==> src/rtl/blank_pkg.sv <==
package blank_pkg;
  localparam int SEL_W = 3;
  localparam int NUM_ASYNC = 5;

  // bit positions inside the synchronized input vector
  localparam int IDX_HS = 0;
  localparam int IDX_VS = 1;
  localparam int IDX_HF = 2;
  localparam int IDX_VF = 3;
  localparam int IDX_IV = 4;

  typedef enum logic [SEL_W-1:0] {
    VS_RAW     = 3'd0,
    VS_RETIME  = 3'd1,
    VS_FALLMOD = 3'd2,
    VS_BOTH    = 3'd3,
    VS_INT     = 3'd4
  } vs_src_e;

  // choose the vertical sync form; unused codes fall back to raw
  function automatic logic pick_vsync(input logic [SEL_W-1:0] sel,
                                      input logic raw, input logic rt,
                                      input logic fm, input logic both,
                                      input logic intl);
    logic r;
    case (sel)
      VS_RETIME:  r = rt;
      VS_FALLMOD: r = fm;
      VS_BOTH:    r = both;
      VS_INT:     r = intl;
      default:    r = raw;
    endcase
    return r;
  endfunction

  function automatic logic normalize(input logic level, input logic inv);
    return level ^ inv;
  endfunction

  // {rise, fall} of a level given its previous value
  function automatic logic [1:0] edges(input logic cur, input logic prev);
    return {cur & ~prev, ~cur & prev};
  endfunction
endpackage

==> src/rtl/blank_sync.sv <==
module blank_sync #(
  parameter int W      = 5,
  parameter int STAGES = 2
) (
  input  logic         clk,
  input  logic         rst,
  input  logic [W-1:0] d,
  output logic [W-1:0] q
);
  logic [W-1:0] stage_q [STAGES];

  genvar g;
  generate
    for (g = 0; g < STAGES; g++) begin : g_stage
      if (g == 0) begin : g_first
        always_ff @(posedge clk) begin
          if (rst) stage_q[g] <= '0;
          else     stage_q[g] <= d;
        end
      end else begin : g_next
        always_ff @(posedge clk) begin
          if (rst) stage_q[g] <= '0;
          else     stage_q[g] <= stage_q[g-1];
        end
      end
    end
  endgenerate

  assign q = stage_q[STAGES-1];
endmodule

==> src/rtl/vsync_shaper.sv <==
module vsync_shaper
  import blank_pkg::*;
(
  input  logic             clk,
  input  logic             rst,
  input  logic             hs,
  input  logic             vs,
  input  logic             iv,
  input  logic [SEL_W-1:0] sel,
  output logic             vs_chosen,
  output logic             hs_rise,
  output logic             rt_q,
  output logic             fm_q
);
  logic       hs_prev;
  logic       both_q;
  logic [1:0] hs_edges;

  assign hs_edges = edges(hs, hs_prev);
  assign hs_rise  = hs_edges[1];

  always_ff @(posedge clk) begin
    if (rst) begin
      hs_prev <= 1'b0;
      rt_q    <= 1'b0;
      fm_q    <= 1'b0;
      both_q  <= 1'b0;
    end else begin
      hs_prev <= hs;
      if (hs_rise) begin
        rt_q   <= vs;
        both_q <= fm_q;
      end
      if (vs)           fm_q <= 1'b1;
      else if (hs_rise) fm_q <= 1'b0;
    end
  end

  assign vs_chosen = pick_vsync(sel, vs, rt_q, fm_q, both_q, iv);
endmodule

==> src/rtl/blank_flop.sv <==
module blank_flop
  import blank_pkg::*;
(
  input  logic clk,
  input  logic rst,
  input  logic comb,
  output logic blank,
  output logic rise,
  output logic fall
);
  logic       comb_prev;
  logic [1:0] e;

  assign e    = edges(comb, comb_prev);
  assign rise = e[1];
  assign fall = e[0];

  always_ff @(posedge clk) begin
    if (rst) begin
      comb_prev <= 1'b0;
      blank     <= 1'b0;
    end else begin
      comb_prev <= comb;
      if (rise)      blank <= 1'b1;
      else if (fall) blank <= 1'b0;
    end
  end
endmodule

==> src/rtl/blank_gen.sv <==
module blank_gen
  import blank_pkg::*;
#(
  parameter int SYNC_STAGES = 2
) (
  input  logic             clk,
  input  logic             rst,
  input  logic [SEL_W-1:0] vsync_sel,
  input  logic             hfly_inv,
  input  logic             vfly_inv,
  input  logic             hsync_in,
  input  logic             vsync_in,
  input  logic             hfly_in,
  input  logic             vfly_in,
  input  logic             int_vsync_in,
  output logic             blank_out
);
  logic [NUM_ASYNC-1:0] raw_vec;
  logic [NUM_ASYNC-1:0] syn_vec;
  logic hs_s, vs_s;
  logic hf_n, vf_n;
  logic vs_pick, hs_rise, rt_q, fm_q;
  logic comb, comb_rise, comb_fall;

  always_comb begin
    raw_vec         = '0;
    raw_vec[IDX_HS] = hsync_in;
    raw_vec[IDX_VS] = vsync_in;
    raw_vec[IDX_HF] = hfly_in;
    raw_vec[IDX_VF] = vfly_in;
    raw_vec[IDX_IV] = int_vsync_in;
  end

  blank_sync #(.W(NUM_ASYNC), .STAGES(SYNC_STAGES)) u_sync (
    .clk(clk), .rst(rst), .d(raw_vec), .q(syn_vec)
  );

  assign hs_s = syn_vec[IDX_HS];
  assign vs_s = syn_vec[IDX_VS];
  assign hf_n = normalize(syn_vec[IDX_HF], hfly_inv);
  assign vf_n = normalize(syn_vec[IDX_VF], vfly_inv);

  vsync_shaper u_shape (
    .clk(clk), .rst(rst), .hs(hs_s), .vs(vs_s), .iv(syn_vec[IDX_IV]),
    .sel(vsync_sel), .vs_chosen(vs_pick), .hs_rise(hs_rise),
    .rt_q(rt_q), .fm_q(fm_q)
  );

  assign comb = hf_n | vf_n | vs_pick;

  blank_flop u_flop (
    .clk(clk), .rst(rst), .comb(comb),
    .blank(blank_out), .rise(comb_rise), .fall(comb_fall)
  );
endmodule

==> config.mk <==
export PLATFORM = sky130hd
export DESIGN_NAME = blank_gen
export DESIGN_NICKNAME = d
export VERILOG_FILES = /design/src/rtl/blank_pkg.sv /design/src/rtl/blank_sync.sv /design/src/rtl/vsync_shaper.sv /design/src/rtl/blank_flop.sv /design/src/rtl/blank_gen.sv
export SDC_FILE = /design/constraint.sdc
export NUM_CORES = 1
export LEC_CHECK = 0
export BUFFER_PORTS_ARGS = -buffer_cell sky130_fd_sc_hd__buf_2
export CAP_MARGIN = 0
export CORE_AREA = 2 2 39 41
export DETAILED_ROUTE_END_ITERATION = 10
export DIE_AREA = 0 0 41 43
export GPL_TIMING_DRIVEN = 0
export PLACE_DENSITY = 0.72
export SYNTH_ARGS = -nofsm -noshare
export SYNTH_HDL_FRONTEND = slang
export SYNTH_SLANG_ARGS = --single-unit
==> constraint.sdc <==
create_clock -name clk -period 1.85 [get_ports clk]
set_clock_uncertainty 0.05 [all_clocks]
set_input_delay 0.185 -clock clk [delete_from_list [all_inputs] [get_ports clk]]
set_output_delay 0.185 -clock clk [all_outputs]
set_load 0.05 [all_outputs]
# Word level (Yosys, flattened, before mapping)
# Memories as Yosys holds them, arrays and structs flattened.
# Cells that the tools add are included.
word_totals:
  n_memories: 1
  ramBits: 10
  ff_bits: 6
  in_bits: 12
  wordCells: 35
  out_inout_bits: 1
classes:
  bitwise_logic: 12
  n_reduce_logical: 2
  n_eq_ne: 4
  n_mux: 10
memory_table:
  columns: ["name", "depth", "word_bits", "rd", "rd_clocked_by_memory_dff", "write_ports", "line", "text"]
  rows:
  - ["u_sync.stage_q", 2, 5, 2, 0, 2, "blank_sync.sv:10", "logic [W-1:0] stage_q [STAGES];"]
op_table:
  columns: ["op", "n"]
  rows:
  - ["$mux W5", 2]
  - ["$mux W1", 7]
  - ["$eq A3 B2 Y1 const B", 2]
  - ["$or A1 B1 Y1", 4]
  - ["$pmux W1 S4", 1]
  - ["$reduce_bool A2 Y1", 2]
  - ["$and A1 B1 Y1", 3]
  - ["$eq A3 B1 Y1 const B", 1]
  - ["$eq A3 B3 Y1 const B", 1]
  - ["$not A1 Y1", 3]
  - ["$xor A1 B1 Y1", 2]

# Depth between registers and ports, before layout
logic_depth:
  word_depth: 7
  mapped_depth: 6
  mapped_depth_nobuf: 6

# Modules after synthesis
# A second synthesis with hierarchy kept.
unflattened:
  cells_unflattened: 53
  hier_area_um2: 555.5
modules_own_cells:
  columns: ["module", "cells_each", "instances", "seq_area_each_um2", "area_each_um2"]
  rows:
  - ["blank_sync", 20, 1, 200.2, 262.8]
  - ["vsync_shaper", 21, 1, 80.1, 178.9]
  - ["blank_flop", 9, 1, 40.0, 90.1]
  - ["blank_gen", 3, 1, 0.0, 23.8]

# Least setup slack after synthesis
# Ideal clock, no wire load.
synth_path:
  path_kind: "reg2reg"
  start: "memory u_sync.stage_q[1][4]"
  end: "register u_flop.blank"
  required_ns: 1.672
  synth_period_minus_slack_ns: 1.573
  arrival_ns: 1.395
  n_path_buf: 0
  setup_slack_ns: 0.277
  setup_time_ns: 0.128
  stages_incl_launch_ff: 7
  cell_sequence: "dfxtp_1 a211o_1 a211oi_1 nand3_1 ha_1 mux2i_1 nor2_1"
synth_rtl:
  columns: ["element", "line", "text"]
  rows:
  - ["start, declared", "blank_sync.sv:10", null]
  - ["end signal, assigned", "blank_flop.sv:21", "blank <= 1'b0;"]
  - ["end signal, assigned", "blank_flop.sv:24", "if (rise) blank <= 1'b1;"]
  - ["end signal, assigned", "blank_flop.sv:25", "else if (fall) blank <= 1'b0;"]
  - ["end, declared", "blank_flop.sv:7", "output logic blank,"]

==> flow_metrics.tcl <==
set metrics [dict create \
    clkLatencyLatePin_ps 270 \
    rsz0062_at_grt "no" \
    grt_pass1_vias 315 \
    outcome "finished clean" \
    yosys.area.top_type_share_pct 57.8 \
    reg2regPathDepth 6 \
    report.final.hold_viol_count 0 \
    startpoint "u_sync.stage_q[1][4]" \
    diodes 0 \
    slew-limit-headroom_pct 71.9 \
    worstHoldStart "hfly_in" \
    holdCritPathClass "input pin to flip-flop" \
    drt-initial-drc-count 1 \
    cts_tree "done" \
    yosysWarnings 0 \
    path_cells "a211o_1 > a211oi_1 > nand3_1 > ha_1 > mux2i_1 > nor2_1" \
    initial_core_util_pct 40.1 \
    first_pass_iters 4 \
    post-place-ws_ps 164 \
    ys_seq_elements 16 \
    routed_wl_um 694 \
    worst_pin_slew_ps 422 \
    cts_max_level 1 \
    path_depth 6 \
    holdPathStages 2 \
    grt_pass1_wl_um 1040 \
    syn-num-nets 63 \
    period_share_pct 90.0 \
    drv_slew 0 \
    gp_congestion 0.567 \
    setup_violations 0 \
    finalNonFillerCells 81 \
    path_clk_slew_ps 80 \
    nNetsFinal 80 \
    dp_cells 78 \
    end_kind "flip-flop" \
    hold_buffers 0 \
    avgSynthCellArea_um2 11.1 \
    utilization_pct 47.5 \
    fill_cells 132 \
    synth_cells 50 \
    drive_above_1_share_pct 24.6 \
    path_class "flip-flop to flip-flop" \
    max_stage_delay_ps 300 \
    rr_startpoint "u_sync.stage_q[1][4]" \
    cts-buffers-inserted 3 \
    p_leak_uw 0.000296 \
    dieArea_um2 1760 \
    die_y_um 43 \
    cts_sinks 16 \
    port_buffers 12 \
    antenna_found_initial 0 \
    wl_per_cell_um 8.57 \
    overflow 0 \
    core_um2 1380 \
    maxCapViolCount 0 \
    worst_slack_ps 185 \
    area_growth_pct 18.5 \
    rr_endpoint "u_flop.blank" \
    yosysUniqueCellTypes 18 \
    dr_total_vias 365 \
    synth_area_leaders "dfxtp_1, nor2b_1, mux2i_1" \
    postRouteAntennaNets 0 \
    crit_required_ps 1960 \
    clockRootBuffer "clkbuf_4" \
    viasPerCell 4.51 \
    synth_top_area_cell "dfxtp_1" \
    min_period_ps 1660 \
    fmax_ghz 0.601 \
    drc 0 \
    path_buf_inv 0 \
    crit_path_start_kind "flip-flop" \
    ys_seq_area_share_pct 57.8 \
    grt_max_degree 11 \
    syn_area_um2 554 \
    whs_ps 59.9 \
    cp-endpoint "u_flop.blank" \
    fp-row-count 14 \
    grt_usage_pct 9.22 \
    post_cts_buffers 0 \
    p_per_area_nw_per_um2 915 \
    die_w_um 41 \
    critPathMaxFanout 2 \
    ir_drop_mv 0.312 \
    clk_path_buf_depth 2 \
    ctsResizeCount 0 \
    dpl.hpwl_um 516 \
    fin_tns_setup_ps 0 \
    ff2ff_setup_slack_ps 190 \
    io_pins 13 \
    worstPathArrival_ps 1770 \
    slowest_stage "dfxtp_1" \
    crit_family "compound AO/OA/AOI/OAI gates" \
]
## synth_stat cells, drive strengths merged
library cell and instances:
o2bb2ai 1, nor2 4, mux2i 4, ha 1
a31oi 1, dfxtp 16, inv 1, clkbuf 1
a211oi 1, nand2b 1, xor2 2, nand3b 1
nor2b 11, a21oi 1, a211o 1, mux2 1
nand3 1, or3 1
## routing by layer
layer,wire [um],up-vias,GRT usage [%]
li1,-,196,-
met1,316,158,9.60
met2,325,11,13.8
met3,51,0,3.14
met4,0,0,8.00
met5,0,-,0
## worst min-delay path by stage
stage                            to  slack (ps)
6_report       u_sync.stage_q[0][2]          60
5_1_grt        u_sync.stage_q[0][4]          60
4_1_cts        u_sync.stage_q[0][2]          50
3_5_place_dp   u_sync.stage_q[0][0]         350
3_3_place_gp   u_sync.stage_q[0][1]         340
2_1_floorplan       u_shape.hs_prev         210
## state kept, by name (all words and copies together) (netlist names)
register          flops
u_flop.blank          1
u_flop.comb_prev      1
u_shape.both_q        1
u_shape.fm_q          1
u_shape.hs_prev       1
u_shape.rt_q          1
u_sync.stage_q       10
## kinds of logic after synthesis
| family | Yosys count | synth area share (%) |
|---|---|---|
| AND/OR/NAND/NOR | 19 | 19.6 |
| AO/OA/AOI/OAI | 5 | 6.55 |
| adder cells (fa/ha/maj) | 1 | 2.26 |
| flip-flops | 16 | 57.8 |
| multiplexers | 5 | 9.26 |
| XOR/XNOR | 2 | 3.16 |
| buffers and inverters | 2 | 1.35 |
## power by group
group / switching [uW] / internal (uW)
Clock: 95.9 / 75.4
Combinational: 32.6 / 30.7
Sequential: 5.52 / 361
Total: 134 / 467
## layout by cell type, fill, tap and decap left out, types with 2 or more instances in the layout
master / instances
nor2_1: 4
nor2b_1: 11
dfxtp_1: 16
xor2_1: 2
mux2i_1: 4
buf_2: 12
clkbuf_4: 3
## cell type report
type	count	area (um^2)	share of cell area [%]
Clock buffer	3	22.5	3.43
Timing Repair Buffer	12	60.1	9.14
Tap cell	16	20.0	3.05
Inverter	1	3.75	0.571
Sequential cell	16	320	48.8
Multi-Input combinational cell	32	226	34.5
Buffer	1	3.75	0.571
## through the flow
stage                     area [um^2]  total power, uW
final                             657              601
after global routing              657              633
after CTS                         657              614
after detailed placement          634              439
after global placement            634              438
after floorplan                   554              416
(Power assumes the default switching activity.)
